`src/rtl/nibdet_pkg.sv`:
```
package nibdet_pkg;

    // Symbolic states: position in group plus what is still reachable
    typedef enum logic [2:0] {
        SY_START = 3'd0,   // no bits of current group yet
        SY_ONE0  = 3'd1,   // first bit was 0
        SY_ONE1  = 3'd2,   // first bit was 1
        SY_DEAD2 = 3'd3,   // two bits, no pattern reachable
        SY_LIVE2 = 3'd4,   // two bits, "01" or "10"
        SY_DEAD3 = 3'd5,   // three bits, no pattern reachable
        SY_LIVE3 = 3'd6,   // three bits, "011" or "101"
        SY_BAD   = 3'd7    // illegal stored code
    } sym_t;

    localparam int CODE_W = 3;

    typedef struct packed {
        logic [CODE_W-1:0] code;
    } nib_regs_t;

endpackage

```
`src/rtl/nibdet_step.sv`:
```
module nibdet_step
    import nibdet_pkg::*;
(
    input  sym_t cur,
    input  logic din,
    output sym_t nxt,
    output logic mealy
);

    always_comb begin
        nxt   = SY_START;
        mealy = 1'b0;
        unique case (cur)
            SY_START: nxt = din ? SY_ONE1 : SY_ONE0;
            SY_ONE0:  nxt = din ? SY_LIVE2 : SY_DEAD2;
            SY_ONE1:  nxt = din ? SY_DEAD2 : SY_LIVE2;
            SY_DEAD2: nxt = SY_DEAD3;
            SY_LIVE2: nxt = din ? SY_LIVE3 : SY_DEAD3;
            SY_DEAD3: nxt = SY_START;
            SY_LIVE3: begin
                nxt   = SY_START;
                mealy = ~din;
            end
            default:  nxt = SY_START;   // recovery from an illegal code
        endcase
    end

endmodule

```
`src/rtl/nibdet_codec.sv`:
```
module nibdet_codec
    import nibdet_pkg::*;
#(
    parameter int ENC = 0
) (
    input  sym_t              sym_in,
    output logic [CODE_W-1:0] code_out,
    input  logic [CODE_W-1:0] code_in,
    output sym_t              sym_out
);

    generate
        if (ENC == 0) begin : g_adjacent
            always_comb begin
                unique case (sym_in)
                    SY_ONE0:  code_out = 3'b001;
                    SY_ONE1:  code_out = 3'b101;
                    SY_DEAD2: code_out = 3'b011;
                    SY_LIVE2: code_out = 3'b111;
                    SY_DEAD3: code_out = 3'b010;
                    SY_LIVE3: code_out = 3'b110;
                    default:  code_out = 3'b000;
                endcase
            end
            always_comb begin
                unique case (code_in)
                    3'b000:  sym_out = SY_START;
                    3'b001:  sym_out = SY_ONE0;
                    3'b101:  sym_out = SY_ONE1;
                    3'b011:  sym_out = SY_DEAD2;
                    3'b111:  sym_out = SY_LIVE2;
                    3'b010:  sym_out = SY_DEAD3;
                    3'b110:  sym_out = SY_LIVE3;
                    default: sym_out = SY_BAD;
                endcase
            end
        end else begin : g_sequential
            always_comb begin
                if (sym_in == SY_BAD) code_out = 3'b000;
                else                  code_out = 3'(sym_in);
            end
            always_comb begin
                if (code_in == 3'b111) sym_out = SY_BAD;
                else                   sym_out = sym_t'(code_in);
            end
        end
    endgenerate

endmodule

```
`src/rtl/nibdet_top.sv`:
```
module nibdet_top
    import nibdet_pkg::*;
#(
    parameter int ENC = 0
) (
    input  logic clk,
    input  logic rst,
    input  logic bit_in,
    input  logic bit_vld,
    output logic hit
);

    localparam logic [CODE_W-1:0] CODE_START  = '0;
    localparam logic [CODE_W-1:0] CODE_UNUSED = (ENC == 0) ? 3'b100 : 3'b111;

    nib_regs_t         regs_q, regs_d;
    sym_t              cur_sym, nxt_sym;
    logic [CODE_W-1:0] nxt_code;
    logic              mealy;

    nibdet_codec #(.ENC(ENC)) codec_i (
        .sym_in   (nxt_sym),
        .code_out (nxt_code),
        .code_in  (regs_q.code),
        .sym_out  (cur_sym)
    );

    nibdet_step step_i (
        .cur   (cur_sym),
        .din   (bit_in),
        .nxt   (nxt_sym),
        .mealy (mealy)
    );

    always_comb begin
        regs_d = regs_q;
        if (bit_vld) regs_d.code = nxt_code;
        hit = bit_vld & mealy;
    end

    always_ff @(posedge clk) begin
        if (rst) regs_q.code <= CODE_START;
        else     regs_q      <= regs_d;
    end

    assert_reset_start_R1: assert property (@(posedge clk) disable iff (rst)
        $fell(rst) |-> regs_q.code == CODE_START);

    assert_hit_restarts_R2: assert property (@(posedge clk) disable iff (rst)
        hit |=> regs_q.code == CODE_START);

    assert_hit_last_zero_R3: assert property (@(posedge clk) disable iff (rst)
        hit |-> !bit_in);

    assert_idle_no_hit_R6: assert property (@(posedge clk) disable iff (rst)
        hit |-> bit_vld);

    assert_idle_hold_R6: assert property (@(posedge clk) disable iff (rst)
        !bit_vld |=> $stable(regs_q.code));

    assert_code_legal_R9: assert property (@(posedge clk) disable iff (rst)
        regs_q.code != CODE_UNUSED);

endmodule

```
`config.mk`:
```
export PLATFORM = sky130hd
export DESIGN_NAME = nibdet_top
export DESIGN_NICKNAME = d
export VERILOG_FILES = /design/src/rtl/nibdet_pkg.sv /design/src/rtl/nibdet_step.sv /design/src/rtl/nibdet_codec.sv /design/src/rtl/nibdet_top.sv
export SDC_FILE = /design/constraint.sdc
export NUM_CORES = 1
export LEC_CHECK = 0
export ABC_AREA = 1
export CORE_AREA = 5 5 42 44
export CTS_BUF_LIST = sky130_fd_sc_hd__clkbuf_4 sky130_fd_sc_hd__clkbuf_8
export CTS_CLUSTER_DIAMETER = 60
export DETAILED_ROUTE_END_ITERATION = 10
export DIE_AREA = 0 0 47 49
export SYNTH_ARGS = -nofsm -noshare
export SYNTH_HDL_FRONTEND = slang
export SYNTH_SLANG_ARGS = --single-unit
export TNS_END_PERCENT = 20
```
`constraint.sdc`:
```
create_clock -name clk -period 0.86 [get_ports clk]
set_clock_uncertainty 0.2 [all_clocks]
set_input_delay 0.172 -clock clk [delete_from_list [all_inputs] [get_ports clk]]
set_output_delay 0.172 -clock clk [all_outputs]
set_load 0.01 [all_outputs]
```
==> reports/qor.yml <==
final_cell_mix: "buf_4 (5), nor2_1 (4), clkbuf_4 (4)"
boundaryPins: 5
grt_max_degree: 4
drc: 0
r2r_start: "regs_q[0]"
cts-root-buf: "clkbuf_4"
critPathArrivalTime_ns: 0.97
ir_drop_mv: 0.385
avgSynthCellArea_sq_um: 6.31
grt_pass1_wl_um: 738
hpwl_um: 343
fmax_mhz: 745
max-slew-margin-rel: 0.884
fillers: 163
hold_class: "input pin to flop"
hold_start: "bit_in"
final_common_cell: "buf_4"
antenna_found_initial: 0
setup_viol: 4
num_antenna_cells: 0
intPower_mw: 0.404
core-area_sq_mm: 0.00140
rows: 14
yosysUniqueCellTypes: 11
synth_warnings: 0
path_max_fanout: 2
ys_seq_area_frac: 0.381
p_seq_frac: 0.304
grt_pass1_vias: 184
path_buf_inv: 1
netlist_instances: 25
swShare: 0.242
switchingPower_mw: 0.129
gp_congestion: 0.725
period_needed_ns: 1.34
first_pass_iters: 2
dpl_worst_slack_ns: -1.10
clkLatencyLatePin_ns: 0.24
power_density_mw_per_mm2: 1750
grt_overflow: 0
setup_ws_ns: -0.482
vias_per_cell: 3.48
wl_um: 430
tightestPinTransition_ns: 0.173
num_vias: 188
power.leakage_nw: 0.145
fp.dieH_um: 49
hold_viol: 0
cts_buffer_depth: 2
die_area_sq_mm: 0.00230
fin_crit_sh: 1.56
cts_buffers: 3
regMostFlops: "regs_q"
whs_endpoint: "regs_q[2]"
rrSetupSlack_ns: -0.25
cts_sinks: 3
cap_violations: 0
wl_per_cell_um: 7.96
drtAntennaViolNets: 0
largest_reg_flops: 3
whs_path_depth: 5
r2r_end: "regs_q[2]"
cp.required_ns: 0.49
clkPwrFrac: 0.528
netlist_area_sq_um: 158
grt_use_total: 0.0527
ctsHtreeMaxLevel: 1
synth_seq_cells: 3
path_clk_slew_ns: 0.04
power_mw: 0.533
setup.worst_path.class: "flop to output pin"
endpoint_kind: "output pin"
io_buffers: 4
start_util: 0.112
comb_power_share: 0.167
largest_registers: "regs_q x3"
postCtsSetupRepairBufs: 0
synth_fp_nets: 29
crit_chain: "nor4_4, buf_2"
drtIter0Drc: 1
crit_slowest_cell: "dfxtp_2"
violations: "negative setup slack"
start_kind: "flop"
final_nets: 43
cts_tree: "built"
path_delay_family: "flip-flops"
status: "finished with violations"
rsz0062_at_grt: "yes"
die_w_um: 47
slowest_delay_ns: 0.32
reg2reg_depth: 7
area_growth_pct: 92.9
slew_violations: 0
holdWs_ns: 0.268
drive_above_1_share: 0.553
[worst max path at each step]
stage	from	endpoint	cells after the start
after floorplan	regs_q[1]	hit	2
after detailed placement	bit_in	hit	5
final	regs_q[0]	hit	2
after global placement	bit_in	hit	5
after CTS	regs_q[1]	hit	3
after global routing	regs_q[2]	hit	3
[cell type report]
| class | instances | area (sq um) | share of cell area |
|---|---|---|---|
| Multi-Input combinational cell | 16 | 97.6 | 0.321 |
| Timing Repair Buffer | 9 | 70.1 | 0.230 |
| Sequential cell | 3 | 63.8 | 0.210 |
| Clock buffer | 4 | 30.0 | 0.0988 |
| Inverter | 6 | 22.5 | 0.0741 |
| Tap cell | 16 | 20.0 | 0.0658 |
[worst reg2reg max path, delay by kind of cell (launching register included)]
| family | cells | cell delay [ns] |
|---|---|---|
| buf+inv | 2 | 0.17 |
| simple gates | 5 | 0.30 |
| flops | 1 | 0.32 |
[through the flow]
step	utilization	cell area, sq um	TNS, ns	std cells
2_1_floorplan	-	174	-0.293	25
3_3_place_gp	0.194	272	-2.58	50
3_5_place_dp	0.194	272	-2.65	50
4_1_cts	0.213	299	-1.03	54
5_1_grt	0.217	304	-1.16	54
6_report	0.217	304	-0.926	54
[power by group through the flow]
stage / clock network, mW / logic, mW / registers (mW)
floorplan: 0 / 0.0370 / 0.163
global placement: 0 / 0.0836 / 0.162
detailed placement: 0 / 0.0855 / 0.162
CTS: 0.305 / 0.0880 / 0.161
global route: 0.313 / 0.102 / 0.163
finish: 0.282 / 0.0891 / 0.162
[metal layers]
layer,wire [um],global-route usage,up-vias
li1,-,-,104
met1,180,0.0591,79
met2,209,0.0543,5
met3,40,0.0332,0
met4,0,0.0691,0
met5,0,0,-
[kinds of logic (layout without fill, tap and decap cells)]
family | after synthesis | after routing | synth area share
compound gates | 5 | 5 | 0.159
buf+inv | 6 | 19 | 0.143
flops | 3 | 3 | 0.381
simple gates | 11 | 11 | 0.317
[cell usage after synthesis]
master,number,area [sq um]
o21ai_0,3,15.0
nor2_1,4,15.0
inv_2,1,3.75
nor4_1,1,6.26
nand2_1,3,11.3
nor2_2,1,6.26
a21oi_1,2,10.0
nand3_1,1,5.00
inv_1,5,18.8
nand2_2,1,6.26
dfxtp_1,3,60.1
[timing repair]
| item | CTS | global route |
|---|---|---|
| pin swaps | 3 | 3 |
| gates resized for setup | 12 | 2 |
| hold buffers | 0 | 0 |
| endpoints found under the setup margin | 4 | 4 |
No activity file was read; power rests on OpenSTA's default activity.
